[config.mk]
export PLATFORM = sky130hd
export DESIGN_NAME = sync_shift_port
export DESIGN_NICKNAME = d
export VERILOG_FILES = /design/src/rtl/ssp_pkg.sv /design/src/rtl/ssp_cell_timer.sv /design/src/rtl/ssp_shifter.sv /design/src/rtl/sync_shift_port.sv
export SDC_FILE = /design/constraint.sdc
export NUM_CORES = 1
export LEC_CHECK = 0
export BUFFER_PORTS_ARGS = -buffer_cell sky130_fd_sc_hd__buf_2
export CORE_MARGIN = 4
export CORE_UTILIZATION = 57
export CTS_CLUSTER_DIAMETER = 60
export DETAILED_ROUTE_END_ITERATION = 10
export PLACE_DENSITY = 0.95
export SYNTH_ARGS = -nofsm -noshare
export SYNTH_HDL_FRONTEND = slang
export SYNTH_HIERARCHICAL = 1
export SYNTH_SLANG_ARGS = --single-unit
export TNS_END_PERCENT = 5
[constraint.sdc]
create_clock -name clk -period 5.4 [get_ports clk]
set_input_delay 1.08 -clock clk [delete_from_list [all_inputs] [get_ports clk]]
set_output_delay 1.08 -clock clk [all_outputs]
set_load 0.005 [all_outputs]
[src/rtl/ssp_pkg.sv]
package ssp_pkg;
    typedef struct packed {
        logic active;
        logic rx_mode;
        logic tx_flag;
        logic rx_flag;
    } ssp_ctl_t;
endpackage

[src/rtl/ssp_cell_timer.sv]
module ssp_cell_timer #(
    parameter int CELL_TICKS = 12,
    parameter int FALL_PHASE = 4,
    parameter int RISE_PHASE = 10
) (
    input  logic clk,
    input  logic rst_n,
    input  logic tick,
    input  logic run,
    input  logic start,
    output logic sample_stb,
    output logic cell_end_stb,
    output logic sclk_low
);
    localparam int PH_W = $clog2(CELL_TICKS);
    localparam logic [PH_W-1:0] LAST_PH = PH_W'(CELL_TICKS - 1);
    localparam logic [PH_W-1:0] SMP_PH  = PH_W'(RISE_PHASE - 1);
    localparam logic [PH_W-1:0] FALL_PH = PH_W'(FALL_PHASE);
    localparam logic [PH_W-1:0] RISE_PH = PH_W'(RISE_PHASE);

    logic [PH_W-1:0] phase_d, phase_q;

    always_comb begin
        phase_d = phase_q;
        if (start)
            phase_d = '0;
        else if (run && tick)
            phase_d = (phase_q == LAST_PH) ? '0 : phase_q + PH_W'(1);
    end

    always_ff @(posedge clk or negedge rst_n) begin
        if (!rst_n) phase_q <= '0;
        else        phase_q <= phase_d;
    end

    assign sample_stb   = run && tick && (phase_q == SMP_PH);
    assign cell_end_stb = run && tick && (phase_q == LAST_PH);
    assign sclk_low     = run && (phase_q >= FALL_PH) && (phase_q < RISE_PH);


    phase_in_cell_chk: assert property (@(posedge clk) disable iff (!rst_n)
        phase_q <= LAST_PH);

    frozen_phase_chk: assert property (@(posedge clk) disable iff (!rst_n)
        (run && !tick && !start) |=> $stable(phase_q));
endmodule

[src/rtl/ssp_shifter.sv]
module ssp_shifter #(
    parameter int DATA_W = 8
) (
    input  logic              clk,
    input  logic              rst_n,
    input  logic              load,
    input  logic [DATA_W-1:0] load_data,
    input  logic              arm,
    input  logic              rx_mode,
    input  logic              din,
    input  logic              sample_stb,
    input  logic              cell_end_stb,
    output logic              dout,
    output logic [DATA_W-1:0] word,
    output logic              last_cell
);
    localparam int CNT_W = $clog2(DATA_W);
    localparam logic [CNT_W-1:0] LAST_BIT = CNT_W'(DATA_W - 1);

    logic [DATA_W-1:0] shreg_d, shreg_q;
    logic [CNT_W-1:0]  cnt_d, cnt_q;

    always_comb begin
        shreg_d = shreg_q;
        cnt_d   = cnt_q;
        if (load)
            shreg_d = load_data;
        else if (rx_mode && sample_stb)
            shreg_d = {din, shreg_q[DATA_W-1:1]};
        else if (!rx_mode && cell_end_stb)
            shreg_d = {1'b1, shreg_q[DATA_W-1:1]};
        if (arm)
            cnt_d = '0;
        else if (cell_end_stb)
            cnt_d = cnt_q + CNT_W'(1);
    end

    always_ff @(posedge clk or negedge rst_n) begin
        if (!rst_n) begin
            shreg_q <= '1;
            cnt_q   <= '0;
        end else begin
            shreg_q <= shreg_d;
            cnt_q   <= cnt_d;
        end
    end

    assign dout      = shreg_q[0];
    assign word      = shreg_q;
    assign last_cell = cell_end_stb && (cnt_q == LAST_BIT);


    count_cleared_on_arm_chk: assert property (@(posedge clk) disable iff (!rst_n)
        arm |=> (cnt_q == '0));
endmodule

[src/rtl/sync_shift_port.sv]
module sync_shift_port #(
    parameter int DATA_W     = 8,
    parameter int CELL_TICKS = 12,
    parameter int FALL_PHASE = 4,
    parameter int RISE_PHASE = 10
) (
    input  logic              clk,
    input  logic              rst_n,
    input  logic              osc_en,
    input  logic              buf_wr,
    input  logic [DATA_W-1:0] buf_wdata,
    input  logic              rx_enable,
    input  logic              txf_clr,
    input  logic              rxf_clr,
    input  logic              sd_i,
    output logic              sd_o,
    output logic              sd_oe,
    output logic              sclk_o,
    output logic              tx_done_o,
    output logic              rx_done_o,
    output logic [DATA_W-1:0] rx_data_o
);
    import ssp_pkg::*;

    ssp_ctl_t          st_d, st_q;
    logic [DATA_W-1:0] rx_byte_d, rx_byte_q;
    logic              start_tx, start_rx;
    logic              sample_stb, cell_end_stb, sclk_low;
    logic              dout, last_cell;
    logic [DATA_W-1:0] word;

    assign start_tx = buf_wr && !st_q.active;
    assign start_rx = rxf_clr && rx_enable && !st_q.active && !buf_wr;

    ssp_cell_timer #(
        .CELL_TICKS(CELL_TICKS),
        .FALL_PHASE(FALL_PHASE),
        .RISE_PHASE(RISE_PHASE)
    ) u_timer (
        .clk         (clk),
        .rst_n       (rst_n),
        .tick        (osc_en),
        .run         (st_q.active),
        .start       (start_tx || start_rx),
        .sample_stb  (sample_stb),
        .cell_end_stb(cell_end_stb),
        .sclk_low    (sclk_low)
    );

    ssp_shifter #(.DATA_W(DATA_W)) u_shift (
        .clk         (clk),
        .rst_n       (rst_n),
        .load        (start_tx),
        .load_data   (buf_wdata),
        .arm         (start_tx || start_rx),
        .rx_mode     (st_q.rx_mode),
        .din         (sd_i),
        .sample_stb  (sample_stb),
        .cell_end_stb(cell_end_stb),
        .dout        (dout),
        .word        (word),
        .last_cell   (last_cell)
    );

    always_comb begin
        st_d      = st_q;
        rx_byte_d = rx_byte_q;
        if (txf_clr) st_d.tx_flag = 1'b0;
        if (rxf_clr) st_d.rx_flag = 1'b0;
        if (start_tx) begin
            st_d.active  = 1'b1;
            st_d.rx_mode = 1'b0;
        end else if (start_rx) begin
            st_d.active  = 1'b1;
            st_d.rx_mode = 1'b1;
        end else if (last_cell) begin
            st_d.active = 1'b0;
            if (st_q.rx_mode) begin
                st_d.rx_flag = 1'b1;
                rx_byte_d    = word;
            end else begin
                st_d.tx_flag = 1'b1;
            end
        end
    end

    always_ff @(posedge clk or negedge rst_n) begin
        if (!rst_n) begin
            st_q      <= '0;
            rx_byte_q <= '0;
        end else begin
            st_q      <= st_d;
            rx_byte_q <= rx_byte_d;
        end
    end

    assign sd_oe     = st_q.active && !st_q.rx_mode;
    assign sd_o      = sd_oe ? dout : 1'b1;
    assign sclk_o    = !sclk_low;
    assign tx_done_o = st_q.tx_flag;
    assign rx_done_o = st_q.rx_flag;
    assign rx_data_o = rx_byte_q;


    sclk_idle_high_chk: assert property (@(posedge clk) disable iff (!rst_n)
        !st_q.active |-> sclk_o);

    tx_flag_source_chk: assert property (@(posedge clk) disable iff (!rst_n)
        $rose(tx_done_o) |-> $past(st_q.active && !st_q.rx_mode));

    rx_flag_source_chk: assert property (@(posedge clk) disable iff (!rst_n)
        $rose(rx_done_o) |-> $past(st_q.active && st_q.rx_mode));

    busy_start_ignored_chk: assert property (@(posedge clk) disable iff (!rst_n)
        (st_q.active && !last_cell && (buf_wr || rxf_clr))
            |=> (st_q.active && $stable(st_q.rx_mode)));

    no_rx_without_enable_chk: assert property (@(posedge clk) disable iff (!rst_n)
        (rxf_clr && !rx_enable && !buf_wr && !st_q.active) |=> !st_q.active);
endmodule

==> results.toml, run 1 <==
[worst_setup_path]
critPathMaxFanout = 8
slowest_delay_ns = 0.55
worstReg2RegStart = "st_q[3]"
slowest_stage = "dfrtp_1"
critical_path.cell_chain = "inv_1 > or3_1 > buf_2"
start_kind = "register"
worstSetupStartpoint = "st_q[3]"
r2r_end = "u_shift/word[5]"
crit_family = "flip-flops"
rrSetupSlack_ns = 3.35
cp_num_cells = 3
cp_data_required_time_ns = 4.32
critPathKind = "register to output pin"
cp-endpoint = "sd_o"
crit_path_end_kind = "output pin"
crit_arrival_ns = 1.55
path_buf_inv = 2
r2r_cells = 3

[logic_synthesis]
synth_mux_area_share_pct = 19.1
synthSimpleGateAreaFrac_pct = 12.0
async_flop_share_pct = 100
synth_area_per_cell_um2 = 12.0
synth_cell_types = 31
synth-adder-area-share_pct = 3.73
synth_area_um2 = 1340
synth_cells = 112
ys_warn_count = 6
synth-main-ff-cell = "dfrtp_1"
synth_top_family_by_area = "multiplexers"
seq_area_frac_synth_pct = 51.2
synth_xor_xnor_area_share_pct = 0.654
synth_fp_nets = 132
ys_ff_latch = 27
synth_compound_area_share_pct = 10.3
synth_edf_count = 0

[finish]
multi_input_area_um2 = 613
fillers = 147
syn_to_final_growth_pct = 14.2
antenna_cells = 0
nNetsFinal = 163
seq_area_um2 = 686
final_area_um2 = 1530
drive_above_1_share_pct = 48.6

[sta]
max_freq_mhz = 380
worstMarginPinSlew_ns = 0.970
rsz0062_at_grt = "no"
slew_headroom_pct = 35.2
layout_worst_path_cycle_share_pct = 48.7
clock_skew_ns = 0.00704
final_hold_viol_count = 0
slew_viol_final = 0
setup_viol_count_final = 0
period_needed_ns = 2.63
setup-tns-final_ns = 0
setup_slack_ns = 2.77

[cts]
clock_latency_ns = 0.32
post_cts_buffers = 0
ctsHoldBuffers = 0
clkSlewWorstSetupHoldPaths_ns = 0.16
cts_tree = "done"
cts_inserted_buffers = 3
cts_buffer_depth = 2
root_buffer = "clkbuf_4"
cts-resized-gates = 0
htree_levels = 1
cts.sinks = 27

[route]
first_iter_violations = 39
via_count = 935
totalWireLength_um = 2470
drt_first_pass_iters = 4
wl_per_cell_um = 14.5
drc_errors = 0
postRouteAntennaNets = 0
vias_per_cell = 5.50

[pwr]
leakagePower_nw = 0.757
ir_drop_mv = 0.229
powerDensity_nw_per_um2 = 358

[die]
ioPinCount = 29
die_x_um = 56.5
dieHeight_um = 56.5
die-area_um2 = 3190
rows = 17
start_util_pct = 60.0
core_region_area_um2 = 2230

[min_path]
hold_path.class = "register to register"

[grt]
grt_pass1_wl_um = 4350
grt_max_degree = 28
antenna_found_initial = 0
grt-ovfl-total = 0
gr-usage-all-layers_pct = 17.3
grt_pass1_vias = 966

[flow_run]
drv_cap = 0

[place]
gp_congestion = 0.759
placed_cell_area_um2 = 1500
io_buffer_count = 28
hpwl_um = 1830
pre_cts_ws_ns = 2.66

[status]
outcome = "complete, no violations"
## logic make-up (layout without fill, tap and decap cells)
logic type / Yosys count / in the layout
flops: 27 / 27
simple gates: 31 / 31
buf+inv: 9 / 39
fa+ha+maj: 4 / 4
xor+xnor: 1 / 1
compound gates: 17 / 17
mux: 23 / 23
## state kept, by name (all words and copies together) (netlist names)
signal / flops
tx_done_o: 1
st_q: 2
u_shift/cnt_q: 3
u_shift/word: 8
rx_done_o: 1
u_timer/phase_q: 4
rx_data_o: 8
## worst min path at each step
stage	startpoint	end	slack [ns]	cells past startpoint
finish	rx_data_o[3]	rx_data_o[3]	0.52	1
global route	rx_data_o[1]	rx_data_o[1]	0.55	1
CTS	rx_data_o[4]	rx_data_o[4]	0.52	1
global placement	rx_data_o[7]	rx_data_o[7]	0.48	1
detailed placement	rx_data_o[4]	rx_data_o[4]	0.49	1
floorplan	u_shift/word[7]	u_shift/word[7]	0.47	2
## power breakdown
| part | total, mW | internal, mW | switching, mW |
|---|---|---|---|
| Combinational | 0.147 | 0.0825 | 0.0647 |
| Clock | 0.0916 | 0.0283 | 0.0634 |
| Sequential | 0.310 | 0.266 | 0.0436 |
## per-stage QoR
stage / power (mW) / instances / utilization [%] / hold WS (ns)
finish: 0.549 / 170 / 68.5 / 0.522
global route: 0.590 / 170 / 68.5 / 0.547
CTS: 0.547 / 170 / 68.5 / 0.525
detailed placement: 0.458 / 166 / 67.2 / 0.490
global placement: 0.438 / 166 / 67.2 / 0.482
floorplan: 0.410 / 112 / - / 0.474
## placed cells by master (no fill, tap or decap), types with 2 or more instances in the layout
cell	n
ha_1	4
dfstp_2	8
or3_1	2
o21ai_0	4
buf_2	28
nor2b_1	3
mux2_2	21
nor2_1	10
nand2_1	7
clkbuf_4	3
dfrtp_1	19
a21oi_1	3
nand3_1	2
mux2i_1	2
inv_1	7
a31oi_1	2
## Yosys cell counts, types with 2 or more instances
cell	instances	share of area (%)
dfrtp_1	19	35
nand2_1	7	2.0
o21ai_0	4	1.5
or3_1	2	0.93
mux2i_1	2	1.5
nor2b_1	3	1.4
a21oi_1	3	1.1
inv_1	7	2.0
buf_4	2	1.1
a31oi_1	2	0.93
nand3_1	2	0.75
ha_1	4	3.7
mux2_2	21	18
dfstp_2	8	16
nor2_1	10	2.8
## area by class of cell
class | instances | share of cell area, %
Sequential cell | 27 | 44.8
Multi-Input combinational cell | 76 | 40.1
Timing Repair Buffer | 28 | 9.16
Tap cell | 28 | 2.29
Inverter | 7 | 1.72
Clock buffer | 3 | 1.47
Clock inverter | 1 | 0.491
## layer usage
metal  global-route usage (%)  vias to the layer above  routed length [um]
li1                         -                      446                   -
met1                     22.3                      457                1080
met2                     29.4                       28                1260
met3                     2.99                        4                  94
met4                     5.42                        0                  33
met5                        0                        -                   0
Note: power is estimated with default switching activity, not from simulation.
==> inputs of run 2 (changes only) <==
--- a/config.mk
+++ b/config.mk
@@ -7,10 +7,10 @@
 export LEC_CHECK = 0
 export BUFFER_PORTS_ARGS = -buffer_cell sky130_fd_sc_hd__buf_2
 export CORE_MARGIN = 4
-export CORE_UTILIZATION = 57
+export CORE_UTILIZATION = 48
 export CTS_CLUSTER_DIAMETER = 60
 export DETAILED_ROUTE_END_ITERATION = 10
-export PLACE_DENSITY = 0.95
+export PLACE_DENSITY = 0.87
 export SYNTH_ARGS = -nofsm -noshare
 export SYNTH_HDL_FRONTEND = slang
 export SYNTH_HIERARCHICAL = 1
==> constraint.sdc (replaced) <==
create_clock -name clk -period 2.14 [get_ports clk]
set_input_delay 0.428 -clock clk [delete_from_list [all_inputs] [get_ports clk]]
set_output_delay 0.428 -clock clk [all_outputs]
set_load 0.005 [all_outputs]
==> run 2 against run 1 <==
  * Critical endpoint is now u_shift/word[2]
  * Largest cell class unchanged
  * Combinational power increased by 150%
  * First-iteration DRC count increased by 21%
  * Non-clock buffer count increased by 2
  * Global-route usage down 1.5 points
  * Design area up 1.1%
  * Clock skew grew 0.0015 ns
  * Flip-flop and latch count stayed put
==> results.toml, run 2 (synthesis results as in run 1) <==
[status]
outcome = "complete, no violations"

[place]
gp_congestion = 0.778
dp_cells = 170
hpwl_um = 1930
io_buffer_count = 28
pre_cts_ws_ns = 0.206

[grt]
grt_max_degree = 28
grt_pass1_wl_um = 4250
gr-usage-all-layers_pct = 15.8
grt-ovfl-total = 0
grt_pass1_vias = 928
antenna_found_initial = 0

[sta]
slew_viol_final = 0
final_hold_viol_count = 0
setup_slack_ns = 0.174
setup-tns-final_ns = 0
worstMarginPinSlew_ns = 0.585
clock_skew_ns = 0.00855
rsz0062_at_grt = "no"
setup_viol_count_final = 0
period_needed_ns = 1.97
layout_worst_path_cycle_share_pct = 91.9
slew_headroom_pct = 61.0
max_freq_mhz = 509

[die]
ioPinCount = 29
dieHeight_um = 60.8
die-area_um2 = 3700
start_util_pct = 52.2
die_x_um = 60.8
core_region_area_um2 = 2570
rows = 18

[cts]
post_cts_buffers = 0
cts-resized-gates = 0
clock_latency_ns = 0.33
cts_inserted_buffers = 3
ctsHoldBuffers = 0
cts_tree = "done"
cts.sinks = 27
cts_buffer_depth = 2
clkSlewWorstSetupHoldPaths_ns = 0.15
root_buffer = "clkbuf_4"
htree_levels = 1

[finish]
layout_common_cells = "buf_2, mux2_2, dfrtp_1"
layoutNonFillerInstCount = 174
layout_commonest_cell = "buf_2"
antenna_cells = 0
syn_to_final_growth_pct = 15.5
drive_above_1_share_pct = 49.3
nNetsFinal = 165

[route]
postRouteAntennaNets = 0
totalWireLength_um = 2580
via_count = 919
drc_errors = 0
drt_first_pass_iters = 5
vias_per_cell = 5.28
wl_per_cell_um = 14.8
first_iter_violations = 47

[worst_setup_path]
start_kind = "register"
critical_path.cell_chain = "ha_1 > nand3_1 > nor2_1 > nor2b_4 > a211oi_4 > mux2_2"
path_buf_inv = 0
cp_data_required_time_ns = 2.40
crit_arrival_ns = 2.23
slowest_stage = "dfrtp_1"
crit_path_end_kind = "register"
crit_family = "flip-flops"
critPathKind = "register to register"
slowest_delay_ns = 0.45
critPathMaxFanout = 8

[pwr]
powerDensity_nw_per_um2 = 883
ir_drop_mv = 0.602
leakagePower_nw = 0.766

[min_path]
hold_path.class = "primary input to asynchronous set/reset pin"

[flow_run]
drv_cap = 0
[run 2: path summary, 6_finish.rpt]
path | startpoint | endpoint | slack, ns | cells after the start
max | u_timer/phase_q[0] | u_shift/word[2] | 0.17 | 6
min | rst_n | u_shift/cnt_q[2] | 0.07 | 1
max reg2reg | u_timer/phase_q[0] | u_shift/word[2] | 0.17 | 6
min reg2reg | rx_data_o[3] | rx_data_o[3] | 0.52 | 1
max in group asynchronous | rst_n | tx_done_o | 1.68 | 1
min in group clk | txf_clr | tx_done_o | 0.27 | 2
[run 2: where the power goes]
group | switching, mW | internal (mW) | total, mW
Sequential | 0.105 | 0.671 | 0.776
Clock | 0.153 | 0.0715 | 0.224
Combinational | 0.159 | 0.207 | 0.366
Total | 0.417 | 0.949 | 1.37
[run 2: layer usage]
| layer | up-vias | routed length, um | global-route usage [%] | part of all wire (%) |
|---|---|---|---|---|
| met5 | - | 0 | 0 | 0 |
| met4 | 0 | 27 | 7.74 | 1.0 |
| met3 | 2 | 106 | 1.91 | 4.1 |
| met2 | 28 | 1250 | 24.7 | 49 |
| met1 | 439 | 1190 | 21.8 | 46 |
| li1 | 450 | - | - | - |
[run 2: layout make-up]
type	count	area, um2
clock buffer	3	22.5
sequential	27	686
tap	30	37.5
multi-input combinational	76	613
timing repair buffer	30	155
clock inverter	1	7.51
inverter	7	26.3
fill	201	1020
[run 2: metrics by stage]
stage / hold slack (ns) / power (mW) / area [um2] / utilization [%]
floorplan: 0.132 / 1.03 / 1340 / -
global placement: 0.449 / 1.11 / 1520 / 59.1
detailed placement: 0.466 / 1.15 / 1520 / 59.1
CTS: 0.0806 / 1.37 / 1550 / 60.3
global route: 0.104 / 1.46 / 1550 / 60.3
finish: 0.0747 / 1.37 / 1550 / 60.3
==> inputs of run 3 (changes only) <==
--- a/config.mk
+++ b/config.mk
@@ -7,12 +7,12 @@
 export LEC_CHECK = 0
 export BUFFER_PORTS_ARGS = -buffer_cell sky130_fd_sc_hd__buf_2
 export CORE_MARGIN = 4
-export CORE_UTILIZATION = 48
+export CORE_UTILIZATION = 47
 export CTS_CLUSTER_DIAMETER = 60
+export CTS_CLUSTER_SIZE = 10
 export DETAILED_ROUTE_END_ITERATION = 10
-export PLACE_DENSITY = 0.87
+export PLACE_DENSITY = 0.86
 export SYNTH_ARGS = -nofsm -noshare
 export SYNTH_HDL_FRONTEND = slang
-export SYNTH_HIERARCHICAL = 1
 export SYNTH_SLANG_ARGS = --single-unit
 export TNS_END_PERCENT = 5
==> constraint.sdc (replaced) <==
create_clock -name clk -period 1.7 [get_ports clk]
set_input_delay 0.34 -clock clk [delete_from_list [all_inputs] [get_ports clk]]
set_output_delay 0.34 -clock clk [all_outputs]
set_load 0.005 [all_outputs]
==> run 3 against run 2 <==
  * Routed wire length down 0.39%
  * Critical path depth down 4
  * Utilization up 0.19 points
  * Register-to-register slack worse by 0.05 ns
  * The run now ends with hold timing left
  * Clock power up 25%
  * Power up 36%
  * Critical endpoint is now sd_o
  * Die area down 0.54%
  * Via count up 4.4%
==> results.toml, run 3 <==
[cts]
clkSlewWorstSetupHoldPaths_ns = 0.15
clock_latency_ns = 0.32
cts_tree = "done"
cts_inserted_buffers = 3
root_buffer = "clkbuf_4"
cts_buffer_depth = 2
cts.sinks = 27
htree_levels = 1

[worst_setup_path]
critPathKind = "register to output pin"
start_kind = "register"
rrSetupSlack_ns = 0.12
critPathMaxFanout = 7
crit_family = "flip-flops"
slowest_delay_ns = 0.50
crit_arrival_ns = 1.30
critical_path.cell_chain = "or3_1 > buf_2"
path_buf_inv = 1
r2r_end = "rx_data_o[5]"
r2r_cells = 5
crit_path_end_kind = "output pin"
slowest_stage = "dfrtp_2"
worstReg2RegStart = "u_timer.phase_q[0]"
cp_data_required_time_ns = 1.36

[finish]
final_area_um2 = 1550
drive_above_1_share_pct = 43.8
syn_to_final_growth_pct = 19.1
multi_input_area_um2 = 582
seq_area_um2 = 691
nNetsFinal = 167
layout_commonest_cell = "buf_2"
layout_common_cells = "buf_2, dfrtp_1, nand2_1, mux2_2, dfstp_2"
fillers = 221
layoutNonFillerInstCount = 176
antenna_cells = 0

[logic_synthesis]
synth_edf_count = 0
yosysMostFrequentCell = "dfrtp_1"
async_flop_share_pct = 100
synth_top_cell_by_area = "dfrtp_1"
synth_cell_types = 34
ys_ff_latch = 27
synth_area_per_cell_um2 = 11.6
synth_area_um2 = 1300
synth_cells = 112
yosysTopAreaCellShare_pct = 36.5
ys_warn_count = 0
seq_area_frac_synth_pct = 52.6
yosys-top-cells-area = "dfrtp_1, dfstp_2, mux2_2, a221o_1, ha_1"
synth-main-ff-cell = "dfrtp_1"
synth_commonest_cells = "dfrtp_1, dfstp_2, mux2_2, nand2_1, nor2_1"
synth_fp_nets = 132

[grt]
grt_pass1_wl_um = 4360
met1_usage_pct = 18.4
grt-ovfl-total = 0
gr-usage-all-layers_pct = 15.6
grt_max_degree = 28
busiest_layer = "met2"
grt_use_met3_pct = 4.68
globalRouteMet2Util_pct = 28.9
antenna_found_initial = 0
grt_pass1_vias = 967

[sta]
final_hold_viol_count = 13
rsz0062_at_grt = "yes"
max_freq_mhz = 608
slew_viol_final = 0
slew_headroom_pct = 60.6
worstMarginPinSlew_ns = 0.591
period_needed_ns = 1.64
setup_slack_ns = 0.0566
hold_ws_ns = -0.00398
setup_viol_count_final = 0
layout_worst_path_cycle_share_pct = 96.7
clock_skew_ns = 0.00853

[route]
totalWireLength_um = 2570
drc_errors = 0
drt_first_pass_iters = 4
via_count = 959
first_iter_violations = 53
wl_per_cell_um = 14.6
vias_per_cell = 5.45
postRouteAntennaNets = 0

[pwr]
p_total_mw = 1.86
leakagePower_nw = 0.747
ir_drop_mv = 0.767
powerDensity_nw_per_um2 = 1200

[die]
rows = 18
start_util_pct = 50.8
ioPinCount = 29
die_x_um = 60.7
dieHeight_um = 60.7
core_region_area_um2 = 2570
die-area_um2 = 3680

[place]
hpwl_um = 1900
pre_cts_ws_ns = 0.110
io_buffer_count = 28
placed_cell_area_um2 = 1460
dp_cells = 167
gp_congestion = 0.880

[min_path]
hold_path.class = "primary input to asynchronous set/reset pin"

[status]
outcome = "complete, but fails checks"
violations = "hold timing"

[flow_run]
drv_cap = 0
[run 3: cells by family (layout without fill, tap and decap cells)]
family / count (synthesis) / in the layout / synth area share (%)
multiplexers: 9 / 9 / 7.68
adder cells (fa/ha/maj): 4 / 4 / 3.84
AO/OA/AOI/OAI: 25 / 25 / 14.0
buffers and inverters: 9 / 43 / 3.55
XOR/XNOR: 1 / 1 / 0.672
AND/OR/NAND/NOR: 37 / 37 / 17.7
flip-flops: 27 / 27 / 52.6
[run 3: through the flow]
step / util (%) / hold WS [ns] / TNS, ns
after global routing: 60.5 / 0.0142 / -0.0149
after CTS: 59.0 / 0.00656 / 0
after detailed placement: 56.9 / 0.374 / 0
final: 60.5 / -0.00398 / 0
after floorplan: - / 0.0444 / 0
after global placement: 56.9 / 0.367 / 0
[run 3: area by class of cell]
class                           count  area share, %
Inverter                            5           1.21
Timing Repair Buffer               34           12.7
Multi-Input combinational cell     76           37.5
Clock buffer                        4           1.69
Tap cell                           30           2.42
Sequential cell                    27           44.5
[run 3: worst max-delay path by stage]
stage | start | to | depth (start not counted)
floorplan | u_timer.phase_q[0] | rx_data_o[0] | 5
finish | st_q[2] | sd_o | 2
global route | st_q[2] | sd_o | 2
detailed placement | u_timer.phase_q[0] | u_shift.word[5] | 5
CTS | st_q[2] | sd_o | 2
global placement | u_timer.phase_q[0] | u_shift.word[1] | 5
[run 3: report_power, final]
group | total, mW | switching (mW) | leakage (nW) | internal (mW)
logic | 0.547 | 0.253 | 0.399 | 0.294
registers | 1.03 | 0.165 | 0.333 | 0.870
clock network | 0.279 | 0.187 | 0.0150 | 0.0918
[run 3: repair_timing]
item                       CTS  global route
setup endpoints to repair    2            11
resized for setup            4             4
hold buffers                 0             0
buffers inserted             3             2
pin swaps                    0             1
[run 3: worst reg2reg max path, stage by stage (launching register included)]
cell	delay, ns
dfrtp_1	0.45
ha_1	0.27
inv_1	0.10
nor2_4	0.19
nand3_4	0.16
mux2_2	0.31
[run 3: layer usage]
metal | share of wire [%] | wire length [um]
met1 | 41 | 1050
met5 | 0 | 0
met3 | 5.6 | 144
met2 | 53 | 1360
met4 | 0.39 | 10
